$ cat config.mk
export PLATFORM = sky130hd
export DESIGN_NAME = regfile_ptr_unit
export DESIGN_NICKNAME = d
export VERILOG_FILES = /design/src/rtl/regfile_pkg.sv /design/src/rtl/rf_storage.sv /design/src/rtl/rf_addr_gen.sv /design/src/rtl/rf_word_alu.sv /design/src/rtl/regfile_ptr_unit.sv
export SDC_FILE = /design/constraint.sdc
export NUM_CORES = 1
export LEC_CHECK = 0
export BUFFER_PORTS_ARGS = -buffer_cell sky130_fd_sc_hd__buf_2
export CAP_MARGIN = 15
export CORE_MARGIN = 3
export CORE_UTILIZATION = 57
export DETAILED_ROUTE_END_ITERATION = 8
export GPL_TIMING_DRIVEN = 0
export PLACE_DENSITY = 0.82
export SKIP_LAST_GASP = 1
export SYNTH_ARGS = -nofsm -noshare
export SYNTH_HDL_FRONTEND = slang
export SYNTH_SLANG_ARGS = --single-unit
$ cat constraint.sdc
create_clock -name clk -period 4.4 [get_ports clk]
set_clock_uncertainty 0.2 [all_clocks]
set_input_delay 0.22 -clock clk [delete_from_list [all_inputs] [get_ports clk]]
set_output_delay 0.22 -clock clk [all_outputs]
set_load 0.02 [all_outputs]
$ cat src/rtl/regfile_pkg.sv
package regfile_pkg;
  typedef enum logic [1:0] {
    PM_PLAIN   = 2'd0,
    PM_POSTINC = 2'd1,
    PM_PREDEC  = 2'd2,
    PM_DISP    = 2'd3
  } ptr_mode_e;

  typedef enum logic [1:0] {
    PS_LOW = 2'd0,
    PS_MID = 2'd1,
    PS_TOP = 2'd2,
    PS_ALT = 2'd3
  } ptr_sel_e;
endpackage

$ cat src/rtl/rf_storage.sv
module rf_storage #(
  parameter int NREGS = 32,
  parameter int DW    = 8,
  localparam int IDXW = $clog2(NREGS),
  localparam int PW   = 2 * DW
) (
  input  logic                       clk,
  input  logic                       rst_n,
  input  logic                       wr_en,
  input  logic [IDXW-1:0]            wr_idx,
  input  logic [DW-1:0]              wr_data,
  input  logic                       mem_we,
  input  logic [IDXW-1:0]            mem_idx,
  input  logic [DW-1:0]              mem_wdata,
  input  logic                       word_we,
  input  logic [IDXW-1:0]            word_lo_idx,
  input  logic [PW-1:0]              word_val,
  input  logic                       ptr_we,
  input  logic [IDXW-1:0]            ptr_lo_idx,
  input  logic [PW-1:0]              ptr_val,
  output logic [NREGS-1:0][DW-1:0]   rf_q
);
  logic [IDXW-1:0] word_hi_idx;
  logic [IDXW-1:0] ptr_hi_idx;

  assign word_hi_idx = {word_lo_idx[IDXW-1:1], 1'b1};
  assign ptr_hi_idx  = {ptr_lo_idx[IDXW-1:1], 1'b1};

  for (genvar g = 0; g < NREGS; g++) begin : g_reg
    localparam logic [IDXW-1:0] MY_IDX = IDXW'(g);
    always_ff @(posedge clk or negedge rst_n) begin
      if (!rst_n)                              rf_q[g] <= '0;
      else if (ptr_we && ptr_lo_idx == MY_IDX)   rf_q[g] <= ptr_val[DW-1:0];
      else if (ptr_we && ptr_hi_idx == MY_IDX)   rf_q[g] <= ptr_val[PW-1:DW];
      else if (word_we && word_lo_idx == MY_IDX) rf_q[g] <= word_val[DW-1:0];
      else if (word_we && word_hi_idx == MY_IDX) rf_q[g] <= word_val[PW-1:DW];
      else if (mem_we && mem_idx == MY_IDX)      rf_q[g] <= mem_wdata;
      else if (wr_en && wr_idx == MY_IDX)        rf_q[g] <= wr_data;
    end
  end

  // Checker state: remember last pointer write-back and last port write
  logic            chk_ptr_vld;
  logic [IDXW-1:0] chk_ptr_idx;
  logic [PW-1:0]   chk_ptr_val;
  logic            chk_wr_vld;
  logic [IDXW-1:0] chk_wr_idx;
  logic [DW-1:0]   chk_wr_val;

  always_ff @(posedge clk or negedge rst_n) begin
    if (!rst_n) begin
      chk_ptr_vld <= 1'b0;
      chk_ptr_idx <= '0;
      chk_ptr_val <= '0;
      chk_wr_vld  <= 1'b0;
      chk_wr_idx  <= '0;
      chk_wr_val  <= '0;
    end else begin
      chk_ptr_vld <= ptr_we;
      chk_ptr_idx <= ptr_lo_idx;
      chk_ptr_val <= ptr_val;
      chk_wr_vld  <= wr_en && !ptr_we && !word_we && !(mem_we && mem_idx == wr_idx);
      chk_wr_idx  <= wr_idx;
      chk_wr_val  <= wr_data;
    end
  end

  // pointer write-back always lands, whatever else targeted the pair
  assert_ptr_wins_R9: assert property (@(posedge clk) disable iff (!rst_n)
    chk_ptr_vld |-> (rf_q[chk_ptr_idx] == chk_ptr_val[DW-1:0] &&
                     rf_q[{chk_ptr_idx[IDXW-1:1], 1'b1}] == chk_ptr_val[PW-1:DW]));

  // an uncontested port write is visible after the edge
  assert_port_write_R2: assert property (@(posedge clk) disable iff (!rst_n)
    chk_wr_vld |-> rf_q[chk_wr_idx] == chk_wr_val);
endmodule

$ cat src/rtl/rf_addr_gen.sv
module rf_addr_gen
  import regfile_pkg::*;
#(
  parameter int NREGS = 32,
  parameter int DW    = 8,
  parameter int DISPW = 6,
  localparam int IDXW = $clog2(NREGS),
  localparam int PW   = 2 * DW,
  localparam int PTR_BASE = NREGS - 6
) (
  input  logic                 clk,
  input  logic                 rst_n,
  input  logic                 ptr_en,
  input  logic [1:0]           ptr_sel,
  input  logic [1:0]           ptr_mode,
  input  logic [DISPW-1:0]     ptr_disp,
  input  logic [2:0][PW-1:0]   ptr_q,
  output logic [PW-1:0]        ea,
  output logic                 wb_en,
  output logic [IDXW-1:0]      wb_lo_idx,
  output logic [PW-1:0]        wb_val
);
  ptr_mode_e       mode;
  ptr_sel_e        sel;
  logic [1:0]      sel_eff;
  logic [PW-1:0]   cur;
  logic [PW-1:0]   disp_ext;
  logic [PW-1:0]   plus_one;
  logic [PW-1:0]   minus_one;

  assign mode     = ptr_mode_e'(ptr_mode);
  assign sel      = ptr_sel_e'(ptr_sel);
  assign sel_eff  = (sel == PS_ALT) ? 2'(PS_TOP) : ptr_sel;
  assign cur      = ptr_q[sel_eff];
  assign disp_ext = {{(PW-DISPW){1'b0}}, ptr_disp};
  assign plus_one  = cur + PW'(1);
  assign minus_one = cur - PW'(1);
  assign wb_lo_idx = IDXW'(PTR_BASE) + IDXW'({sel_eff, 1'b0});

  always_comb begin
    ea     = cur;
    wb_en  = 1'b0;
    wb_val = cur;
    unique case (mode)
      PM_PLAIN: ;
      PM_POSTINC: begin
        wb_en  = ptr_en;
        wb_val = plus_one;
      end
      PM_PREDEC: begin
        ea     = minus_one;
        wb_en  = ptr_en;
        wb_val = minus_one;
      end
      PM_DISP: begin
        if (sel != PS_LOW) ea = cur + disp_ext;
      end
      default: ;
    endcase
  end

  // post-increment stores one above the address it emits
  assert_postinc_step_R4: assert property (@(posedge clk) disable iff (!rst_n)
    (ptr_en && mode == PM_POSTINC) |-> (wb_val == ea + PW'(1) && wb_en));

  // pre-decrement emits exactly the value it stores
  assert_predec_match_R4: assert property (@(posedge clk) disable iff (!rst_n)
    (ptr_en && mode == PM_PREDEC) |-> (wb_val == ea && wb_en));

  // displacement mode never modifies the pointer
  assert_disp_no_wb_R5: assert property (@(posedge clk) disable iff (!rst_n)
    (ptr_en && mode == PM_DISP) |-> !wb_en);

  // the low pair ignores the displacement
  assert_low_no_disp_R5: assert property (@(posedge clk) disable iff (!rst_n)
    (ptr_en && mode == PM_DISP && sel == PS_LOW) |-> ea == ptr_q[0]);
endmodule

$ cat src/rtl/rf_word_alu.sv
module rf_word_alu #(
  parameter int NREGS = 32,
  parameter int DW    = 8,
  parameter int IMMW  = 6,
  localparam int IDXW = $clog2(NREGS),
  localparam int PW   = 2 * DW,
  localparam int WORD_BASE = NREGS - 8
) (
  input  logic                 clk,
  input  logic                 rst_n,
  input  logic                 word_en,
  input  logic [1:0]           word_pair,
  input  logic                 word_sub,
  input  logic [IMMW-1:0]      word_imm,
  input  logic [3:0][PW-1:0]   pair_q,
  output logic                 wb_en,
  output logic [IDXW-1:0]      wb_lo_idx,
  output logic [PW-1:0]        result,
  output logic [3:0]           flags
);
  logic [PW-1:0] opnd;
  logic [PW:0]   wide;
  logic [PW:0]   imm_ext;
  logic          c_flag, z_flag, n_flag, v_flag;

  assign opnd      = pair_q[word_pair];
  assign imm_ext   = {{(PW+1-IMMW){1'b0}}, word_imm};
  assign wide      = word_sub ? ({1'b0, opnd} - imm_ext) : ({1'b0, opnd} + imm_ext);
  assign result    = wide[PW-1:0];
  assign c_flag    = wide[PW];
  assign z_flag    = (result == '0);
  assign n_flag    = result[PW-1];
  assign v_flag    = word_sub ? (opnd[PW-1] & ~result[PW-1])
                              : (~opnd[PW-1] & result[PW-1]);
  assign flags     = {v_flag, n_flag, z_flag, c_flag};
  assign wb_en     = word_en;
  assign wb_lo_idx = IDXW'(WORD_BASE) + IDXW'({word_pair, 1'b0});

  // without carry an add never yields a smaller value
  assert_add_nocarry_R8: assert property (@(posedge clk) disable iff (!rst_n)
    (word_en && !word_sub && !flags[0]) |-> result >= opnd);

  // without borrow a subtract never yields a larger value
  assert_sub_noborrow_R8: assert property (@(posedge clk) disable iff (!rst_n)
    (word_en && word_sub && !flags[0]) |-> result <= opnd);

  // zero and negative cannot both hold
  assert_zn_exclusive_R8: assert property (@(posedge clk) disable iff (!rst_n)
    word_en |-> !(flags[1] && flags[2]));
endmodule

$ cat src/rtl/regfile_ptr_unit.sv
module regfile_ptr_unit #(
  parameter int NREGS = 32,
  parameter int DW    = 8,
  parameter int DISPW = 6,
  parameter int IMMW  = 6,
  localparam int IDXW = $clog2(NREGS),
  localparam int PW   = 2 * DW,
  localparam int NPAIRS = 4,
  localparam int WORD_BASE = NREGS - 2 * NPAIRS
) (
  input  logic             clk,
  input  logic             rst_n,
  input  logic [IDXW-1:0]  rd_a_idx,
  output logic [DW-1:0]    rd_a_data,
  input  logic [IDXW-1:0]  rd_b_idx,
  output logic [DW-1:0]    rd_b_data,
  input  logic             wr_en,
  input  logic [IDXW-1:0]  wr_idx,
  input  logic [DW-1:0]    wr_data,
  input  logic             ptr_en,
  input  logic [1:0]       ptr_sel,
  input  logic [1:0]       ptr_mode,
  input  logic [DISPW-1:0] ptr_disp,
  output logic [PW-1:0]    ptr_addr,
  input  logic             word_en,
  input  logic [1:0]       word_pair,
  input  logic             word_sub,
  input  logic [IMMW-1:0]  word_imm,
  output logic [PW-1:0]    word_result,
  output logic [3:0]       word_flags,
  input  logic             mem_en,
  input  logic             mem_we,
  input  logic [PW-1:0]    mem_addr,
  input  logic [DW-1:0]    mem_wdata,
  output logic             mem_hit,
  output logic [DW-1:0]    mem_rdata
);
  logic [NREGS-1:0][DW-1:0]  rf_q;
  logic [NPAIRS-1:0][PW-1:0] pair_q;
  logic [2:0][PW-1:0]        ptr_q;
  logic                      ptr_wb_en;
  logic [IDXW-1:0]           ptr_wb_idx;
  logic [PW-1:0]             ptr_wb_val;
  logic                      word_wb_en;
  logic [IDXW-1:0]           word_wb_idx;
  logic                      mem_store;

  for (genvar k = 0; k < NPAIRS; k++) begin : g_pair
    assign pair_q[k] = {rf_q[WORD_BASE + 2*k + 1], rf_q[WORD_BASE + 2*k]};
  end
  assign ptr_q = pair_q[NPAIRS-1:1];

  assign rd_a_data = rf_q[rd_a_idx];
  assign rd_b_data = rf_q[rd_b_idx];
  assign mem_hit   = mem_en && (mem_addr < PW'(NREGS));
  assign mem_rdata = mem_hit ? rf_q[mem_addr[IDXW-1:0]] : '0;
  assign mem_store = mem_hit && mem_we;

  rf_addr_gen #(.NREGS(NREGS), .DW(DW), .DISPW(DISPW)) u_agen (
    .clk(clk), .rst_n(rst_n),
    .ptr_en(ptr_en), .ptr_sel(ptr_sel), .ptr_mode(ptr_mode), .ptr_disp(ptr_disp),
    .ptr_q(ptr_q), .ea(ptr_addr),
    .wb_en(ptr_wb_en), .wb_lo_idx(ptr_wb_idx), .wb_val(ptr_wb_val)
  );

  rf_word_alu #(.NREGS(NREGS), .DW(DW), .IMMW(IMMW)) u_walu (
    .clk(clk), .rst_n(rst_n),
    .word_en(word_en), .word_pair(word_pair), .word_sub(word_sub), .word_imm(word_imm),
    .pair_q(pair_q),
    .wb_en(word_wb_en), .wb_lo_idx(word_wb_idx), .result(word_result), .flags(word_flags)
  );

  rf_storage #(.NREGS(NREGS), .DW(DW)) u_store (
    .clk(clk), .rst_n(rst_n),
    .wr_en(wr_en), .wr_idx(wr_idx), .wr_data(wr_data),
    .mem_we(mem_store), .mem_idx(mem_addr[IDXW-1:0]), .mem_wdata(mem_wdata),
    .word_we(word_wb_en), .word_lo_idx(word_wb_idx), .word_val(word_result),
    .ptr_we(ptr_wb_en), .ptr_lo_idx(ptr_wb_idx), .ptr_val(ptr_wb_val),
    .rf_q(rf_q)
  );

  // an address outside the file never reports a hit nor returns data
  assert_mem_hole_R6: assert property (@(posedge clk) disable iff (!rst_n)
    (mem_en && mem_addr >= PW'(NREGS)) |-> (!mem_hit && mem_rdata == '0));

  // a store outside the file with no other writer leaves the file untouched
  assert_mem_hole_nowrite_R6: assert property (@(posedge clk) disable iff (!rst_n)
    (mem_en && mem_we && mem_addr >= PW'(NREGS) && !wr_en && !word_en && !ptr_en)
      |=> rf_q == $past(rf_q));

  // all registers clear once out of reset before any write
  assert_reset_clear_R1: assert property (@(posedge clk)
    (!rst_n) |=> (rf_q == '0));
endmodule

After elaboration in Yosys (flattened, before gate mapping)
Cells that the tools add are included.
Operators by class
  $add $sub $neg: 7
  order comparisons: 6
  equal/unequal tests: 158
  muxes and demuxes: 180
  bitwise logic cells: 4
  reductions and logical operators: 207
Operators by type and width (count)
  $mux 8: 166
  $eq 5x5->1 const B: 64
  $logic_and 1x1->1: 164
  $eq 5x4->1 const B: 32
  $bmux 8 s5: 3
  $reduce_bool 6->1: 17
  $eq 5x3->1 const B: 16
  $bmux 16 s2: 2
  $eq 4x4->1 const B: 16
  $pmux 16 s2: 2
  $reduce_bool 4->1: 15
  $mux 16: 3
  $eq 5x2->1 const B: 8
  $eq 4x3->1 const B: 8
  $logic_not 5->1: 6
  $eq 5x1->1 const B: 4
  $lt 5x6->1 const B: 3
  $add 16x6->17: 1
  $mux 17: 1
  $sub 16x6->17: 1
  $add 16x1->16 const B: 1
  $add 16x6->16: 1
  $eq 4x2->1 const B: 4
  $logic_not 16->1: 1
  14 further kinds: 23
Word-level totals
  register bits after elaboration: 256
  logic and storage cells: 594

Longest topological paths before layout
Gate-level depths: netlist of the first run.
  depth in word-level cells: 9
  depth in mapped cells: 16
  mapped depth without buffers: 13

Cells and area by module
From an unflattened synthesis of the first run, not the netlist that was laid out.
Unflattened totals
  cells, all modules: 4077
  area, all modules: 32347.3 sq um
By module, submodules not included
  rf_storage: times used 1, cells an instance 2949, area an instance 21793.4 sq um, sequential area each 6406.1 sq um
  regfile_ptr_unit: times used 1, cells an instance 615, area an instance 6706.4 sq um, sequential area each 0.0 sq um
  rf_addr_gen: times used 1, cells an instance 350, area an instance 2403.6 sq um, sequential area each 0.0 sq um
  rf_word_alu: times used 1, cells an instance 163, area an instance 1443.9 sq um, sequential area each 0.0 sq um

Least setup slack after synthesis of the first run
No wires, ideal clock.
  kind: in2out
  start: in word_pair[0]
  end: out word_flags[1]
  arrival time: 4.394 ns
  required time: 3.980 ns
  setup slack: -0.414 ns
  cell stages on the path: 12
  buffers on the path: 3
  cells stage by stage: buf_1 buf_1 mux4_2 ha_1 a21o_1 or3_1 o21ai_1 xnor2_1 or4_1 or4_1 nor4b_1 buf_4
Between the ends
  word-level cells in the longest chain between the ends: 5
  elaborated cells on any way between the ends: 6
Ends and longest elaborated chain
  start: declaration: RTL line regfile_ptr_unit.sv:26  | input logic [1:0] word_pair,
  $bmux 16 s2 (*): RTL line rf_word_alu.sv:26  | assign opnd = pair_q[word_pair];
  $mux 16 (implied by the code) (*): RTL line rf_word_alu.sv:26
  $add 16x6->17 / $sub 16x6->17 (equally long branches): RTL line rf_word_alu.sv:28  | assign wide = word_sub ? ({1'b0, opnd} - imm_ext) : ({1'b0, opnd} + imm_ext);
  $mux 17 (*): RTL line rf_word_alu.sv:28
  via word_result[7]: RTL line regfile_ptr_unit.sv:29  | output logic [PW-1:0] word_result,
  $logic_not 16->1 (*): RTL line rf_word_alu.sv:31  | assign z_flag = (result == '0);
  end: declaration: RTL line regfile_ptr_unit.sv:30  | output logic [3:0] word_flags,
Mark *: on every way through the listed nets, which the timed path passes. The rest lies on a longest branch. The select of a mux whose other input is x is not followed.

Worst setup path in the final report of the first run
  start: reg u_store.rf_q[240] (netlist bit)
  end: out word_flags[1]
Between the ends
  word-level cells in the longest chain between the ends: 5
  elaborated cells on any way between the ends: 6
Ends and longest elaborated chain
  start: declaration: RTL line rf_storage.sv:21  | output logic [NREGS-1:0][DW-1:0] rf_q
  start signal: indexed assignment: RTL line rf_storage.sv:33  | else if (ptr_we && ptr_lo_idx == MY_IDX) rf_q[g] <= ptr_val[DW-1:0];
  start signal: indexed assignment: RTL line rf_storage.sv:34  | else if (ptr_we && ptr_hi_idx == MY_IDX) rf_q[g] <= ptr_val[PW-1:DW];
  start signal: indexed assignment: RTL line rf_storage.sv:35  | else if (word_we && word_lo_idx == MY_IDX) rf_q[g] <= word_val[DW-1:0];
  $bmux 16 s2 (*): RTL line rf_word_alu.sv:26
  $mux 16 (implied by the code) (*): RTL line rf_word_alu.sv:26
  $add 16x6->17 / $sub 16x6->17 (equally long branches): RTL line rf_word_alu.sv:28
  $mux 17 (*): RTL line rf_word_alu.sv:28
  $logic_not 16->1 (*): RTL line rf_word_alu.sv:31
Mark *: on every way between the ends. The rest lies on a longest branch, timed or not. The select of a mux whose other input is x is not followed.

==> metrics.txt, run 1 <==
status complete, but fails checks; failing checks setup timing; Power Total 11.6 mW; Top Registers u_store.rf_q: 256 flops; overall routing resource usage 46.7%; post-synthesis cell type count 75; first-pass GRT wire length 141000 µm; Synth Cell Area 22600 µm²; crit path DAT 4560 ps; IO Port Bufs 115; die height 205 µm; Final WS setup -584 ps; Fmax 201 MHz; Final Hold Viols 0; WL final 99600 µm; Max VDD drop 336 µV; WP data required 3980 ps; htree depth 1; final core occ 65.7%; worst-margin pin slew 1310 ps; P per Cell Area 452 nW/µm²; Primary FF master, synth dfrtp_1; WP buf/inv 3; Pins Over Slew Limit 0; final net count 2546; DRC 0; CP Max Fanout 3; global route total overflow 0; number of global-route vias before repair 21000; Mapped Cells 2247; share of cells above drive strength 1 22.8%; Tcrit/Tclk final 113%; Worst setup EP type output pin; Yosys top cell by area dfrtp_1; max reg flops 256; CTS Buffer Depth 3; Sum Neg Setup Slack -990 ps; largest net degree at the start of global routing 101; synth top area cells dfrtp_1 (28%), mux4_2 (25%), mux2i_1 (12%); Initial DRT Pass Iterations 6; internal power 6.54 mW; Setup CP Type reg2out; Max-Cap Viols 0; TritonCTS Sinks 256; top cells by count, synth nor2_1 (291), mux2i_1 (272), a21oi_1 (263), dfrtp_1 (256), mux4_2 (256); Root Buffer clkbuf_16; most common cell in the netlist nor2_1; total CTS buffers 30; syn_nets 2351; Slew headroom 11.7%; drt wl/cell 33.4 µm; Biggest register u_store.rf_q; DIE WIDTH 205 µm; clock latency on the worst-skew pair 620 ps; sequential fraction of design power 32.1%; initial antenna violation count 4; switch share 43.4%; Seq/Total Area, Yosys 28.3%; CTS tree done; Area growth, synth to finish 12.8%; Critical-path top delay cell or4_4; crit path time final 4980 ps; core area 38900 µm²; P_leak 10.8 nW; critical path's top delay family simple AND/OR/NAND/NOR gates; Vias 22300; Setup WS pre-CTS -659 ps; asr flop ratio synth 100%; CP peak stage delay 530 ps; Comb pwr share 46.2%; clock network power share 21.7%; RSZ-0062 raised after global routing yes; crit-path most repeated cell inv_2; flops & latches, synth 256; RePlAce Congestion 1.12; share of the synthesized area in the top cell type 28.3%; Final Hold Slack 20.4 ps; cells along the critical path mux4_2, inv_2, ha_4, inv_2, fa_2, a21o_1, a211oi_2, a21oi_4, nor2_1, or4b_4, or4_1, or4_4, nor4b_4, buf_4; number of flops mapped to enable cells by yosys 0; Final HPWL DP 75700 µm; die area 42200 µm²; clock transition at the registers of the reported paths 60 ps; final setup fails 4; Iteration-0 DRC Markers 3718; Warnings, synthesis 0; initial core utilization 58.2%; worst reg2reg setup slack -30 ps; Vias/cell 7.46; Cell Rows 72; Mean Syn Cell Area 10.1 µm²; startpoint types flip-flop; Worst Hold Class in2reg; # IOs 134; P_sw 5.01 mW; antenna viol nets, final 0
[layout by cell type, fill, tap and decap left out, drive strengths merged, types with 29 or more instances in the layout]
cell / n
nand2: 165
ha: 29
mux4: 256
mux2i: 272
inv: 36
o211ai: 31
dfrtp: 256
nor2: 291
buf: 201
a21oi: 263
clkbuf: 201
nor3: 29
o21ai: 79
[cell type report]
type	instances	area, µm²
Multi-Input combinational cell	1745	15400
Sequential cell	256	6410
Inverter	37	144
Fill cell	3197	13400
Buffer	207	841
Clock inverter	13	88.8
Clock buffer	43	880
Antenna cell	1	2.50
Tap cell	518	648
Timing Repair Buffer	165	1090
[per-stage QoR]
| stage | instance area [µm²] | cells |
|---|---|---|
| 3_3_place_gp | 23900 | 2880 |
| 2_1_floorplan | 22700 | 2247 |
| 6_report | 25600 | 2985 |
| 4_1_cts | 25400 | 2968 |
| 5_1_grt | 25600 | 2984 |
| 3_5_place_dp | 24000 | 2891 |
[per-layer routing]
metal  vias to the layer above  track usage [%]  wire, µm
met5                         -            0.833        13
met4                         2             26.2      7520
met3                       424             21.5     17500
met2                      2076             64.5     40500
met1                     10800             60.6     34000
li1                       8953                -         -
[power groups by stage]
stage / combinational [mW] / clock [mW] / sequential, mW
2_1_floorplan: 3.16 / 0 / 3.26
3_3_place_gp: 4.59 / 0 / 3.57
3_5_place_dp: 4.73 / 0 / 3.64
4_1_cts: 4.93 / 2.49 / 3.60
5_1_grt: 5.51 / 2.59 / 3.70
6_report: 5.34 / 2.51 / 3.70
[cells by family (layout without fill, tap and decap cells)]
kind of cell / count (synthesis) / count (layout) / synth area share, %
buffers and inverters: 246 / 465 / 4.32
and+or+nand+nor: 617 / 617 / 12.0
muxes: 554 / 554 / 38.8
DFF: 256 / 256 / 28.3
adders and majority gates: 31 / 31 / 1.78
xor gates and xnor gates: 31 / 31 / 1.20
AOI/OAI and AO/OA: 512 / 512 / 13.6
other: 0 / 1 / 0
[path summary, 6_finish.rpt]
| check | startpoint | endpoint | cells past startpoint |
|---|---|---|---|
| worst max-delay path | u_store.rf_q[240] | word_flags[1] | 14 |
| worst min-delay path | wr_data[2] | u_store.rf_q[218] | 5 |
| worst max register to register | u_store.rf_q[243] | u_store.rf_q[229] | 11 |
| worst min register to register | u_store.rf_q[199] | u_store.rf_q[199] | 2 |
| max in group asynchronous | rst_n | u_store.rf_q[88] | 5 |
| min in group asynchronous | rst_n | u_store.rf_q[223] | 3 |
[tightest hold or removal path, stage by stage]
cell,delay (ps)
buf_2,170
mux2i_1,100
a21oi_1,170
a22oi_1,80
o21ai_0,70
[what timing repair did]
item / in CTS / in global routing
endpoints found under the hold margin: 168 / 0
hold buffers: 13 / 0
buffers inserted: 9 / 13
resized for setup: 32 / 24
endpoints found under the setup margin: 19 / 17
pin swaps: 11 / 9
No activity file was read; power rests on OpenSTA's default activity.
==> run 2: changes to the inputs <==
--- a/config.mk
+++ b/config.mk
@@ -11,6 +11,7 @@
 export CORE_UTILIZATION = 57
 export DETAILED_ROUTE_END_ITERATION = 8
 export GPL_TIMING_DRIVEN = 0
+export HOLD_SLACK_MARGIN = 0.12
 export PLACE_DENSITY = 0.82
 export SKIP_LAST_GASP = 1
 export SYNTH_ARGS = -nofsm -noshare
==> run 2 against run 1 <==
  * The run still ends with setup timing left
  * Sequential power is essentially flat
  * Register-to-register slack gained 70 ps
  * Final area rose by 0.51%
  * Count of clock-buffer cells in the layout is the same
  * Flip-flop and latch count unchanged
  * Largest cell class unchanged
  * Largest power group unchanged
==> metrics.txt, run 2 (synthesis results as in run 1) <==
Setup CP Type reg2out; drt wl/cell 33.2 µm; core area 38900 µm²; status complete, but fails checks; P per Cell Area 450 nW/µm²; WL final 99700 µm; critical path's top delay family simple AND/OR/NAND/NOR gates; clock transition at the registers of the reported paths 70 ps; Final HPWL DP 75700 µm; RePlAce Congestion 1.12; DRC 0; total CTS buffers 30; Final Hold Slack 144 ps; Final Hold Viols 0; CP Max Fanout 3; Worst setup EP type output pin; max reg flops 256; share of cells above drive strength 1 22.6%; global route total overflow 0; Biggest register u_store.rf_q; Final Cell Area 25700 µm²; Worst Reg2Reg Path Length in Cells 10; TritonCTS Sinks 256; clock latency on the worst-skew pair 620 ps; number of global-route vias before repair 21100; antenna viol nets, final 0; Levels on crit path 14; Sum Neg Setup Slack -992 ps; crit path DAT 4550 ps; most frequent cells in the layout nor2_1 (290), mux2i_1 (272), a21oi_1 (258); first-pass GRT wire length 142000 µm; htree depth 1; DIE WIDTH 205 µm; final setup fails 5; # IOs 134; commonest non-fill, non-tap cell in the layout nor2_1; startpoint types flip-flop; die area 42200 µm²; overall routing resource usage 46.7%; initial core utilization 58.2%; Vias 22400; Iteration-0 DRC Markers 3715; worst-margin pin slew 1350 ps; Hold Path Stages 6; WP buf/inv 3; Initial DRT Pass Iterations 8; Final WS setup -566 ps; Top Registers u_store.rf_q: 256 flops; Slew headroom 8.87%; final net count 2559; dpl cell area 24000 µm²; crit path time final 4970 ps; Cell Rows 72; Worst Hold Class in2reg; CTS Buffer Depth 3; WP data required 3980 ps; Max-Cap Viols 0; Vias/cell 7.46; cells along the critical path mux4_2, inv_2, ha_4, inv_2, fa_2, a21o_1, a211oi_2, a21oi_4, nor2_1, or4b_4, or4_1, or4_4, nor4b_4, buf_4; initial antenna violation count 2; final core occ 66.0%; IO Port Bufs 115; Root Buffer clkbuf_16; Pins Over Slew Limit 0; P_leak 10.9 nW; failing checks setup timing; die height 205 µm; Area growth, synth to finish 13.4%; RSZ-0062 raised after global routing yes; Fmax 201 MHz; Max VDD drop 334 µV; largest net degree at the start of global routing 101; crit-path most repeated cell inv_2; Tcrit/Tclk final 113%; Critical-path top delay cell or4_4; CP peak stage delay 530 ps; CTS tree done
## run 2: changes by cell type in the layout (fill, tap and decap cells not counted)
cell	before	now
dlygate4sd3_1	12	26
dfrtp_2	7	6
buf_4	31	30
dfrtp_1	249	250
## run 2: report_power, final
| part | leakage (nW) | switching, mW | internal [mW] |
|---|---|---|---|
| clock network | 0.480 | 1.12 | 1.39 |
| registers | 3.22 | 0.855 | 2.85 |
| logic | 7.20 | 3.05 | 2.30 |
| total | 10.9 | 5.02 | 6.55 |
## run 2: worst paths after layout
check,startpoint,end,slack [ps]
worst max-delay path,u_store.rf_q[240],word_flags[1],-570
worst min-delay path,mem_we,u_store.rf_q[25],140
worst max register to register,u_store.rf_q[227],u_store.rf_q[229],40
worst min register to register,u_store.rf_q[199],u_store.rf_q[199],370
max in group asynchronous,rst_n,u_store.rf_q[127],2470
min in group asynchronous,rst_n,u_store.rf_q[226],570
## run 2: per-layer routing
layer	track usage (%)	share of wire (%)	vias to the layer above
met5	0.833	0.045	-
met4	26.7	7.6	2
met3	21.4	18	404
met2	64.5	40	2049
met1	60.5	34	10900
li1	-	-	8988
## run 2: final cells by class
type                            count  area, µm²
Sequential cell                   256       6410
Tap cell                          518        648
Multi-Input combinational cell   1745      15400
Clock inverter                     13       88.8
Antenna cell                        1       2.50
Buffer                            207        841
Inverter                           37        144
Fill cell                        3174      13200
Clock buffer                       43        880
Timing Repair Buffer              178       1220
## run 2: through the flow
step / setup slack (ps) / cells / power [mW]
CTS: -615 / 2982 / 11.0
detailed placement: -659 / 2891 / 8.37
global placement: -1920 / 2880 / 8.16
finish: -566 / 2998 / 11.6
global route: -704 / 2997 / 11.8
floorplan: 7.18 / 2247 / 6.42
## run 2: what timing repair did
action                     CTS  global route
pin swaps                   11             9
hold buffers                27             0
buffers inserted             9            12
setup endpoints to repair   19            17
gates resized for setup     32            23
hold endpoints to repair   192             0
## run 2: worst min-delay path: stages
cell	delay [ps]
buf_2	140
nand2b_1	90
nor4_1	80
nand2_1	210
nor2_1	60
a21oi_1	110
